**config.mk**
```make
export PLATFORM = sky130hd
export DESIGN_NAME = rtc_alarm_irq
export DESIGN_NICKNAME = d
export VERILOG_FILES = /design/src/rtl/rtc_alm_pkg.sv /design/src/rtl/rtc_alm_ctrl.sv /design/src/rtl/rtc_alm_datapath.sv /design/src/rtl/rtc_alarm_irq.sv
export SDC_FILE = /design/constraint.sdc
export NUM_CORES = 1
export LEC_CHECK = 0
export BUFFER_PORTS_ARGS = -buffer_cell sky130_fd_sc_hd__buf_2
export CAP_MARGIN = 20
export CORE_MARGIN = 5
export CORE_UTILIZATION = 40
export DETAILED_ROUTE_END_ITERATION = 10
export PLACE_DENSITY_LB_ADDON = 0.15
export SYNTH_ARGS = -nofsm -noshare
export SYNTH_HDL_FRONTEND = slang
export SYNTH_HIERARCHICAL = 1
export SYNTH_SLANG_ARGS = --single-unit
```
**constraint.sdc**
```tcl
create_clock -name clk -period 2.67 [get_ports clk]
set_input_delay 0.4005 -clock clk [delete_from_list [all_inputs] [get_ports clk]]
set_output_delay 0.4005 -clock clk [all_outputs]
set_load 0.1 [all_outputs]
```
**src/rtl/rtc_alm_pkg.sv**
```systemverilog
package rtc_alm_pkg;
  localparam int NSTAT = 5;
  localparam int NFLD  = 5;
  localparam int NEVT  = 4;

  localparam int OFF_TALM  = 'h10;
  localparam int OFF_CALM  = 'h14;
  localparam int OFF_STAT  = 'h18;
  localparam int OFF_SCLR  = 'h1c;
  localparam int OFF_MSET  = 'h20;
  localparam int OFF_MCLR  = 'h24;
  localparam int OFF_MASK  = 'h28;

  localparam logic [31:0] TALM_KEEP = 32'h00BF_FFFF;
  localparam logic [31:0] CALM_KEEP = 32'hBF9F_0000;

  typedef struct packed {
    logic wrTimeAlm;
    logic wrCalAlm;
    logic clrStat;
    logic setMask;
    logic clrMask;
  } almStrobe_t;

  typedef enum logic [2:0] {
    RD_ZERO, RD_TALM, RD_CALM, RD_STAT, RD_MASK
  } rdSel_t;

  // fields 0..2 come from the time word, 3..4 from the calendar word
  function automatic logic [31:0] fldMask(int f);
    case (f)
      0:       return 32'h0000_007F;
      1:       return 32'h0000_7F00;
      2:       return 32'h003F_0000;
      3:       return 32'h001F_0000;
      default: return 32'h3F00_0000;
    endcase
  endfunction

  function automatic int fldEnBit(int f);
    case (f)
      0:       return 7;
      1:       return 15;
      2:       return 23;
      3:       return 23;
      default: return 31;
    endcase
  endfunction
endpackage

```
**src/rtl/rtc_alm_ctrl.sv**
```systemverilog
module rtc_alm_ctrl
  import rtc_alm_pkg::*;
#(
  parameter int ADDR_W = 8
) (
  input  logic              wrEn,
  input  logic [ADDR_W-1:0] addr,
  output almStrobe_t        strobe,
  output rdSel_t            rdSel
);
  always_comb begin
    strobe = '0;
    if (wrEn) begin
      if (addr == ADDR_W'(OFF_TALM)) strobe.wrTimeAlm = 1'b1;
      if (addr == ADDR_W'(OFF_CALM)) strobe.wrCalAlm  = 1'b1;
      if (addr == ADDR_W'(OFF_SCLR)) strobe.clrStat   = 1'b1;
      if (addr == ADDR_W'(OFF_MSET)) strobe.setMask   = 1'b1;
      if (addr == ADDR_W'(OFF_MCLR)) strobe.clrMask   = 1'b1;
    end
  end

  always_comb begin
    rdSel = RD_ZERO;
    if (addr == ADDR_W'(OFF_TALM)) rdSel = RD_TALM;
    if (addr == ADDR_W'(OFF_CALM)) rdSel = RD_CALM;
    if (addr == ADDR_W'(OFF_STAT)) rdSel = RD_STAT;
    if (addr == ADDR_W'(OFF_MASK)) rdSel = RD_MASK;
  end
endmodule

```
**src/rtl/rtc_alm_datapath.sv**
```systemverilog
module rtc_alm_datapath
  import rtc_alm_pkg::*;
(
  input  logic             clk,
  input  logic             rstN,
  input  almStrobe_t       strobe,
  input  rdSel_t           rdSel,
  input  logic [31:0]      wrData,
  input  logic [31:0]      curTime,
  input  logic [31:0]      curCal,
  input  logic [NEVT-1:0]  evtIn,
  output logic [31:0]      rdData,
  output logic [31:0]      timeAlm,
  output logic [31:0]      calAlm,
  output logic [NSTAT-1:0] statusVec,
  output logic [NSTAT-1:0] maskVec,
  output logic             irq
);
  logic [NFLD-1:0] fldEn;
  logic [NFLD-1:0] fldEq;
  logic            matchNow;
  logic            matchPrev;
  logic            almRise;
  logic [NSTAT-1:0] setBits;
  logic [NSTAT-1:0] clrBits;
  logic [NSTAT-1:0] mSet;
  logic [NSTAT-1:0] mClr;

  for (genvar f = 0; f < NFLD; f++) begin : g_fld
    localparam logic [31:0] FM = fldMask(f);
    localparam int          EB = fldEnBit(f);
    logic [31:0] curW;
    logic [31:0] almW;
    if (f < 3) begin : g_time
      assign curW = curTime;
      assign almW = timeAlm;
    end else begin : g_cal
      assign curW = curCal;
      assign almW = calAlm;
    end
    assign fldEn[f] = almW[EB];
    assign fldEq[f] = ((curW ^ almW) & FM) == '0;
  end

  assign matchNow = (|fldEn) && (&(fldEq | ~fldEn));
  assign almRise  = matchNow && !matchPrev;

  assign setBits = {evtIn[3:1], almRise, evtIn[0]};
  assign clrBits = strobe.clrStat ? wrData[NSTAT-1:0] : '0;
  assign mSet    = strobe.setMask ? wrData[NSTAT-1:0] : '0;
  assign mClr    = strobe.clrMask ? wrData[NSTAT-1:0] : '0;

  always_ff @(posedge clk) begin
    if (!rstN) begin
      timeAlm   <= '0;
      calAlm    <= '0;
      statusVec <= '0;
      maskVec   <= '0;
      matchPrev <= 1'b0;
    end else begin
      if (strobe.wrTimeAlm) timeAlm <= wrData & TALM_KEEP;
      if (strobe.wrCalAlm)  calAlm  <= wrData & CALM_KEEP;
      statusVec <= (statusVec & ~clrBits) | setBits;
      maskVec   <= (maskVec | mSet) & ~mClr;
      matchPrev <= matchNow;
    end
  end

  assign irq = |(statusVec & maskVec);

  always_comb begin
    case (rdSel)
      RD_TALM: rdData = timeAlm;
      RD_CALM: rdData = calAlm;
      RD_STAT: rdData = {{(32-NSTAT){1'b0}}, statusVec};
      RD_MASK: rdData = {{(32-NSTAT){1'b0}}, maskVec};
      default: rdData = '0;
    endcase
  end
endmodule

```
**src/rtl/rtc_alarm_irq.sv**
```systemverilog
module rtc_alarm_irq
  import rtc_alm_pkg::*;
#(
  parameter int ADDR_W = 8
) (
  input  logic              clk,
  input  logic              rstN,
  input  logic              wrEn,
  input  logic [ADDR_W-1:0] addr,
  input  logic [31:0]       wrData,
  output logic [31:0]       rdData,
  input  logic [31:0]       curTime,
  input  logic [31:0]       curCal,
  input  logic [NEVT-1:0]   evtIn,
  output logic              irq
);
  almStrobe_t       strobe;
  rdSel_t           rdSel;
  logic [31:0]      timeAlm;
  logic [31:0]      calAlm;
  logic [NSTAT-1:0] statusVec;
  logic [NSTAT-1:0] maskVec;

  rtc_alm_ctrl #(.ADDR_W(ADDR_W)) u_ctrl (
    .wrEn   (wrEn),
    .addr   (addr),
    .strobe (strobe),
    .rdSel  (rdSel)
  );

  rtc_alm_datapath u_dp (
    .clk       (clk),
    .rstN      (rstN),
    .strobe    (strobe),
    .rdSel     (rdSel),
    .wrData    (wrData),
    .curTime   (curTime),
    .curCal    (curCal),
    .evtIn     (evtIn),
    .rdData    (rdData),
    .timeAlm   (timeAlm),
    .calAlm    (calAlm),
    .statusVec (statusVec),
    .maskVec   (maskVec),
    .irq       (irq)
  );
endmodule

```
==> results.py, run 1 <==
metrics = {
    "timing": {
        "max_slew_margin_pct": 60.3,
        "tns_ns": 0,
        "hold_viol": 0,
        "finalCritPeriodShare_pct": 98.9,
        "slew_viol_final": 0,
        "fin_ws_ns": 0.0306,
        "setup_violations": 0,
        "rsz0062_at_grt": "yes",
        "fmax_mhz": 379,
        "tightest_slew_ns": 0.591,
        "fin_crit_ns": 2.64,
        "skew_ns": 0.00760,
    },
    "layout": {
        "nets": 504,
        "drive_above_1_share_pct": 45.9,
        "antenna_cells": 0,
        "area_growth_pct": 59.7,
        "final_cell_mix": "75 x buf_2, 47 x dfxtp_1, 40 x nor2b_1",
        "mostFrequentLayoutCell": "buf_2",
    },
    "floorplanning": {
        "die_h_um": 90.1,
        "pin_count": 144,
        "placementRows": 29,
        "dieArea_um2": 8120,
        "core_um2": 6280,
        "die_w_um": 90.1,
        "start_util_pct": 40.9,
    },
    "detailed_routing": {
        "dr_total_vias": 2273,
        "drtIter0Drc": 42,
        "routed_via_density": 4.83,
        "avgRoutedWirePerCell_um": 14.8,
        "drtPass1Iterations": 4,
        "drc_errors": 0,
        "wl_um": 6960,
        "ant_nets": 0,
    },
    "clock_tree": {
        "cts_tree": "done",
        "clk_pin_slew_worst_paths_ns": 0.09,
        "cts-root-buf": "clkbuf_8",
        "numCtsBuffers": 5,
        "clock-sinks": 47,
        "cts_max_path_buffers": 2,
        "htreeDepth": 2,
        "clk_latency_ns": 0.30,
    },
    "hold_path": {
        "hold_path.class": "primary input to flop",
    },
    "worst_setup_path": {
        "setup.worst_path.end_class": "output pin",
        "r2r_cells": 5,
        "worstSetupEndpoint": "rdData[8]",
        "crit_required_ns": 2.27,
        "crit_fanout": 8,
        "r2r-end": "u_dp/matchPrev$_SDFF_PN0_",
        "r2r_slack_ns": 1.18,
        "r2r-start": "u_dp/timeAlm[8]$_SDFFE_PN0P_",
        "startpoint_type": "primary input",
        "cp-startpoint": "addr[6]",
        "setup.worst_path.class": "primary input to output pin",
        "crit_arrival_ns": 2.24,
    },
    "place": {
        "hpwlAfterDp_um": 5360,
        "preCtsSetupSlack_ns": -0.0629,
        "io_buffers": 106,
        "place_congestion": 0.812,
    },
    "global_route": {
        "grt_max_degree": 26,
        "antenna_found_initial": 1,
        "first_global_vias": 2435,
        "grt_overflow": 0,
        "grt_usage_pct": 17.0,
        "grt_pass1_wl_um": 11600,
    },
    "outcome": {
        "outcome": "finished clean",
    },
    "yosys": {
        "yosys_warnings": 6,
        "syn_area_per_cell_um2": 9.13,
        "netlist_area_um2": 2570,
        "synthCells": 281,
    },
    "flow_run": {
        "drv_cap": 0,
    },
    "power": {
        "p_per_area_nw_per_um2": 338,
        "finalPower_w": 0.00138,
        "p_leak_nw": 1.58,
        "worst_ir_drop_vdd_mv": 0.258,
    },
}
[stage by stage]
stage	hold WS, ns	area, um^2	utilization (%)	instances
global route	0.345	4100	65.3	471
floorplan	0.458	2750	-	282
CTS	0.325	4040	64.3	470
detailed placement	0.489	3890	62.0	462
finish	0.336	4100	65.3	471
global placement	0.478	3890	62.0	462
[where the power goes]
group | internal [W] | switching [W] | leakage (nW)
combinational | 0.0000753 | 0.0000711 | 1.14
sequential | 0.000706 | 0.00000496 | 0.380
clock | 0.000279 | 0.000249 | 0.0581
total | 0.00106 | 0.000325 | 1.58
[state kept, by name, summed over array words and instances, names as in the netlist]
signal          cells
u_dp/statusVec      5
u_dp/timeAlm       23
u_dp/maskVec        5
u_dp/calAlm        13
u_dp/matchPrev      1
[worst min-delay path by stage]
stage	startpoint	slack, ns	cells past startpoint	to
global route	evtIn[3]	0.35	3	u_dp/statusVec[4]$_SDFF_PN0_
finish	evtIn[2]	0.34	3	u_dp/statusVec[3]$_SDFF_PN0_
detailed placement	u_dp/matchPrev$_SDFF_PN0_	0.49	2	u_dp/statusVec[1]$_SDFF_PN0_
CTS	evtIn[0]	0.32	3	u_dp/statusVec[0]$_SDFF_PN0_
floorplan	u_dp/maskVec[3]$_SDFF_PN0_	0.46	2	u_dp/maskVec[3]$_SDFF_PN0_
global placement	u_dp/maskVec[3]$_SDFF_PN0_	0.48	2	u_dp/maskVec[3]$_SDFF_PN0_
[metal layers]
layer | vias up | routed length, um | GRT usage (%) | part of all wire (%)
met1 | 1009 | 3040 | 21.7 | 44
met2 | 71 | 3350 | 27.8 | 48
met4 | 2 | 49 | 3.97 | 0.70
met3 | 6 | 509 | 5.51 | 7.3
met5 | - | 7 | 0 | 0.10
li1 | 1185 | - | - | -
[worst max-delay path, stage by stage]
cell and delay, ns:
buf_6 0.09, or4_4 0.55, buf_6 0.15, nor3_4 0.11
and2b_2 0.17, nor2b_4 0.20, buf_12 0.15, buf_12 0.10
and2_4 0.15, buf_12 0.16
[area by class of cell]
type,instances,area [um^2]
clock buffers,5,68.8
clock inverters,3,43.8
flip-flops and latches,47,941
well taps,77,96.3
inverters,1,3.75
fillers,525,2180
repair buffers,120,1160
multi-input cells,218,1780
[what timing repair did]
| item | in CTS | in global routing |
|---|---|---|
| endpoints found under the hold margin | 0 | 0 |
| gates cloned | 0 | 1 |
| setup buffers | 0 | 0 |
| endpoints found under the setup margin | 15 | 28 |
| gates resized for setup | 9 | 8 |
| pin swaps | 0 | 8 |
| hold buffers | 0 | 0 |
(Power assumes the default switching activity.)
==> inputs of run 2 (changes only) <==
--- a/config.mk
+++ b/config.mk
@@ -7,6 +7,7 @@
 export LEC_CHECK = 0
 export BUFFER_PORTS_ARGS = -buffer_cell sky130_fd_sc_hd__buf_2
 export CAP_MARGIN = 20
+export CORE_ASPECT_RATIO = 1.75
 export CORE_MARGIN = 5
 export CORE_UTILIZATION = 40
 export DETAILED_ROUTE_END_ITERATION = 10
==> run 2 against run 1 <==
  * The run now ends with setup timing left
  * First-iteration DRC count grew 110%
  * Sequential share of layout area shrank 0.070 points
  * Non-clock buffer count grew 5
  * Setup slack got worse by 0.077 ns
  * Combinational power increased by 3%
  * Cell area up 0.31%
  * Wire length grew 7.3%
  * Register-to-register slack got worse by 0.07 ns
  * Critical path depth is 2 lower
  * Worst hold slack better by 0.013 ns
==> results.py, run 2 (synthesis results as in run 1) <==
metrics = {
    "global_route": {
        "first_global_vias": 2411,
        "grt_max_degree": 25,
        "grt_pass1_wl_um": 11400,
        "grt_usage_pct": 17.6,
        "grt_overflow": 0,
        "antenna_found_initial": 0,
    },
    "timing": {
        "slew_viol_final": 0,
        "hold_viol": 0,
        "fmax_mhz": 368,
        "skew_ns": 0.00626,
        "fin_ws_ns": -0.0463,
        "setup_violations": 12,
        "rsz0062_at_grt": "yes",
        "timing.hold.ws_ns": 0.349,
        "fin_crit_ns": 2.72,
        "finalCritPeriodShare_pct": 102,
    },
    "clock_tree": {
        "clk_pin_slew_worst_paths_ns": 0.08,
        "clk_latency_ns": 0.29,
        "hold_buffers": 0,
        "htreeDepth": 2,
        "cts_tree": "done",
        "numCtsBuffers": 5,
        "clock-sinks": 47,
        "cts-root-buf": "clkbuf_8",
        "cts_max_path_buffers": 2,
    },
    "layout": {
        "fin_area_um2": 4110,
        "area_growth_pct": 60.2,
        "multi_input_area_um2": 1800,
        "antenna_cells": 0,
        "seq_area_um2": 941,
        "final_util_pct": 66.0,
        "regMostFlops": "u_dp/timeAlm",
        "top_regs": "u_dp/timeAlm (23), u_dp/calAlm (13)",
        "final_cell_mix": "75 x buf_2, 47 x dfxtp_1, 40 x nor2b_1",
        "mostFrequentLayoutCell": "buf_2",
        "fillers": 517,
        "nets": 509,
        "drive_above_1_share_pct": 46.1,
        "largest_reg_flops": 23,
    },
    "detailed_routing": {
        "ant_nets": 0,
        "drc_errors": 0,
        "avgRoutedWirePerCell_um": 15.6,
        "dr_total_vias": 2372,
        "routed_via_density": 4.95,
        "drtPass1Iterations": 4,
        "drtIter0Drc": 87,
        "wl_um": 7470,
    },
    "outcome": {
        "outcome": "finished, violations left",
        "failed_checks": "setup timing",
    },
    "floorplanning": {
        "start_util_pct": 41.2,
        "pin_count": 144,
        "dieArea_um2": 8180,
        "die_h_um": 116,
        "placementRows": 38,
        "die_w_um": 70.5,
        "core_um2": 6230,
    },
    "hold_path": {
        "hold_path.class": "primary input to flop",
    },
    "power": {
        "p_leak_nw": 1.60,
        "worst_ir_drop_vdd_mv": 0.306,
        "p_per_area_nw_per_um2": 308,
    },
    "place": {
        "hpwlAfterDp_um": 5840,
        "place_congestion": 0.748,
        "placedInstanceArea_um2": 3910,
        "io_buffers": 106,
    },
    "flow_run": {
        "drv_cap": 0,
    },
    "worst_setup_path": {
        "startpoint_type": "primary input",
        "crit_fanout": 6,
        "crit_required_ns": 2.27,
        "crit_arrival_ns": 2.32,
        "setup.worst_path.end_class": "output pin",
        "setup.worst_path.class": "primary input to output pin",
    },
}
-- run 2: worst max-delay path, cell delays in order --
cell     delay [ns]
buf_6          0.09
or4_4          0.58
nor4_4         0.30
and2b_2        0.26
nor2b_4        0.14
buf_12         0.13
a22o_4         0.25
buf_12         0.16
-- run 2: where the power goes --
part | total, W | leakage, nW | internal, W | switching, W
clock network | 0.000408 | 0.0422 | 0.000184 | 0.000223
registers | 0.000711 | 0.380 | 0.000705 | 0.00000516
logic | 0.000150 | 1.18 | 0.0000770 | 0.0000729
total | 0.00127 | 1.60 | 0.000967 | 0.000301
-- run 2: final cells by class --
class                      count  share of cell area (%)
multi-input combinational    218                    43.7
clock inverter                 1                   0.122
sequential                    47                    22.9
inverter                       1                  0.0913
timing repair buffer         125                    28.9
tap                           80                    2.43
clock buffer                   7                    1.86
-- run 2: repair_timing --
action,4_1_cts,5_1_grt
resized for setup,1,21
setup endpoints to repair,23,30
gates cloned,0,0
setup buffers,1,2
pin swaps,2,13
-- run 2: worst paths after layout --
check             depth (start not counted)                         start  slack, ns                           end
hold / removal                            3                      evtIn[0]       0.35  u_dp/statusVec[0]$_SDFF_PN0_
hold reg to reg                           2     u_dp/matchPrev$_SDFF_PN0_       0.51  u_dp/statusVec[1]$_SDFF_PN0_
setup reg to reg                          5  u_dp/timeAlm[4]$_SDFFE_PN0P_       1.11     u_dp/matchPrev$_SDFF_PN0_
setup / recovery                          8                       addr[1]      -0.05                    rdData[17]
-- run 2: metal layers --
metal | routed length (um) | track usage [%] | share of wire [%]
met4 | 91 | 4.02 | 1.2
met3 | 444 | 4.60 | 5.9
met1 | 2460 | 16.7 | 33
met5 | 0 | 0 | 0
met2 | 4470 | 36.6 | 60
-- run 2: stage by stage --
step                      setup TNS [ns]  setup WS [ns]  cells  total power [W]
after floorplan                    -2.88         -0.133    282         0.000796
after global placement             -1.17        -0.0756    468         0.000870
after detailed placement           -1.23        -0.0763    468         0.000872
after CTS                              0       0.000396    477          0.00128
after global routing               -1.79        -0.0793    479          0.00133
final                             -0.384        -0.0463    479          0.00127
==> inputs of run 3 (changes only) <==
==> constraint.sdc (replaced) <==
create_clock -name clk -period 3 [get_ports clk]
set_input_delay 0.45 -clock clk [delete_from_list [all_inputs] [get_ports clk]]
set_output_delay 0.45 -clock clk [all_outputs]
set_load 0.1 [all_outputs]
==> run 3 against run 2 <==
  * The run now ends clean
  * Combinational power decreased by 17%
  * Setup slack improved by 0.15 ns
  * Non-clock buffer count is 9 lower
  * Register-to-register slack better by 0.32 ns
  * Sequential power fell by 11%
  * Wire length down 5.2%
  * Cell area decreased by 6.3%
  * Clock skew is 0.00061 ns lower
  * Critical endpoint is now rdData[18]
  * Die area is the same
  * Via count fell by 2.7%
  * Sequential cell count did not move
==> results.py, run 3 (synthesis results as in run 1) <==
metrics = {
    "outcome": {
        "outcome": "finished clean",
    },
    "floorplanning": {
        "die_w_um": 70.5,
        "pin_count": 144,
        "start_util_pct": 41.2,
        "die_h_um": 116,
        "core_um2": 6230,
        "placementRows": 38,
        "dieArea_um2": 8180,
    },
    "global_route": {
        "grt_usage_pct": 17.3,
        "grt_max_degree": 48,
        "antenna_found_initial": 0,
        "grt_pass1_wl_um": 11400,
        "grt_overflow": 0,
        "first_global_vias": 2435,
    },
    "power": {
        "p_leak_nw": 1.49,
        "swShare_pct": 22.1,
        "p_per_area_nw_per_um2": 320,
        "switchingPower_w": 0.000273,
        "worst_ir_drop_vdd_mv": 0.314,
        "power_frac_clock_pct": 38.7,
        "combPwrFrac_pct": 10.0,
        "power_frac_seq_pct": 51.2,
        "p_int_w": 0.000961,
    },
    "worst_setup_path": {
        "setup.worst_path.end_class": "output pin",
        "worstSetupEndpoint": "rdData[18]",
        "startpoint_type": "primary input",
        "crit_arrival_ns": 2.45,
        "r2r-end": "u_dp/matchPrev$_SDFF_PN0_",
        "setup.worst_path.class": "primary input to output pin",
        "r2r_cells": 5,
        "crit_fanout": 18,
        "crit_required_ns": 2.55,
        "r2r_slack_ns": 1.43,
        "r2r-start": "u_dp/timeAlm[4]$_SDFFE_PN0P_",
        "cp-startpoint": "addr[1]",
    },
    "place": {
        "io_buffers": 106,
        "preCtsSetupSlack_ns": 0.0949,
        "hpwlAfterDp_um": 5720,
        "place_inst": 462,
        "place_congestion": 0.772,
        "placedInstanceArea_um2": 3730,
    },
    "timing": {
        "skew_ns": 0.00565,
        "fin_ws_ns": 0.100,
        "tightest_slew_ns": 0.672,
        "finalCritPeriodShare_pct": 96.7,
        "rsz0062_at_grt": "no",
        "fmax_mhz": 345,
        "setup_violations": 0,
        "slew_viol_final": 0,
        "hold_viol": 0,
        "max_slew_margin_pct": 55.2,
        "fin_crit_ns": 2.90,
        "timing.hold.ws_ns": 0.391,
    },
    "detailed_routing": {
        "dr_total_vias": 2308,
        "routed_via_density": 4.91,
        "avgRoutedWirePerCell_um": 15.1,
        "drtPass1Iterations": 4,
        "wl_um": 7080,
        "wl_met2_um": 4110,
        "drtIter0Drc": 82,
        "top_layer": "met4",
        "drc_errors": 0,
        "wl_met1_um": 2490,
        "wl_met3_um": 419,
        "ant_nets": 0,
    },
    "layout": {
        "fin_area_um2": 3850,
        "final_cell_mix": "76 x buf_2, 47 x dfxtp_1, 42 x nor2b_1",
        "mostFrequentLayoutCell": "buf_2",
        "nets": 500,
        "drive_above_1_share_pct": 41.5,
        "stdcell_count": 470,
        "antenna_cells": 0,
        "regMostFlops": "u_dp/timeAlm",
        "area_growth_pct": 50.1,
        "top_regs": "u_dp/timeAlm (23), u_dp/calAlm (13)",
        "largest_reg_flops": 23,
    },
    "clock_tree": {
        "clk_latency_ns": 0.29,
        "cts_max_path_buffers": 2,
        "clock-sinks": 47,
        "htreeDepth": 2,
        "post_cts_buffers": 0,
        "cts_tree": "done",
        "cts-root-buf": "clkbuf_8",
        "clk_pin_slew_worst_paths_ns": 0.08,
        "numCtsBuffers": 5,
        "cts_resized": 0,
        "hold_buffers": 0,
    },
    "hold_path": {
        "hold_path.class": "primary input to flop",
    },
    "flow_run": {
        "drv_cap": 0,
    },
}
-- run 3: worst min-delay path by stage --
stage,from,end,cells after the start
finish,evtIn[2],u_dp/statusVec[3]$_SDFF_PN0_,3
global route,evtIn[2],u_dp/statusVec[3]$_SDFF_PN0_,3
CTS,evtIn[2],u_dp/statusVec[3]$_SDFF_PN0_,3
detailed placement,u_dp/maskVec[3]$_SDFF_PN0_,u_dp/maskVec[3]$_SDFF_PN0_,2
global placement,u_dp/maskVec[1]$_SDFF_PN0_,u_dp/maskVec[1]$_SDFF_PN0_,2
floorplan,u_dp/maskVec[3]$_SDFF_PN0_,u_dp/maskVec[3]$_SDFF_PN0_,2
-- run 3: critical path, stage by stage --
cell	delay (ns)
buf_2	0.10
or4_4	0.61
nor4_4	0.30
and2b_1	0.23
nor2b_1	0.15
buf_12	0.16
a22o_2	0.28
buf_12	0.17
-- run 3: power by group through the flow --
stage	clock network (W)	registers [W]	logic (W)
4_1_cts	0.000496	0.000632	0.000126
3_3_place_gp	0	0.000647	0.000123
3_5_place_dp	0	0.000647	0.000125
5_1_grt	0.000523	0.000633	0.000136
2_1_floorplan	0	0.000645	0.0000608
6_report	0.000477	0.000632	0.000124
-- run 3: metal layers --
metal / track usage [%] / up-vias
met5: 0 / -
met4: 3.76 / 0
met3: 4.60 / 4
met2: 35.4 / 63
met1: 17.0 / 1075
li1: - / 1166
-- run 3: stage by stage --
step / TNS, ns / utilization [%] / power [W]
floorplan: -1.65 / - / 0.000706
global placement: 0 / 60.0 / 0.000770
detailed placement: 0 / 60.0 / 0.000772
CTS: 0 / 61.9 / 0.00125
global route: 0 / 61.9 / 0.00129
finish: 0 / 61.9 / 0.00123
-- run 3: cell type report --
class                      instances  area, um^2
tap                               80         100
fill                             567        2380
sequential                        47         941
inverter                           1        3.75
clock inverter                     2        35.0
multi-input combinational        218        1620
timing repair buffer             116        1070
clock buffer                       6        82.6
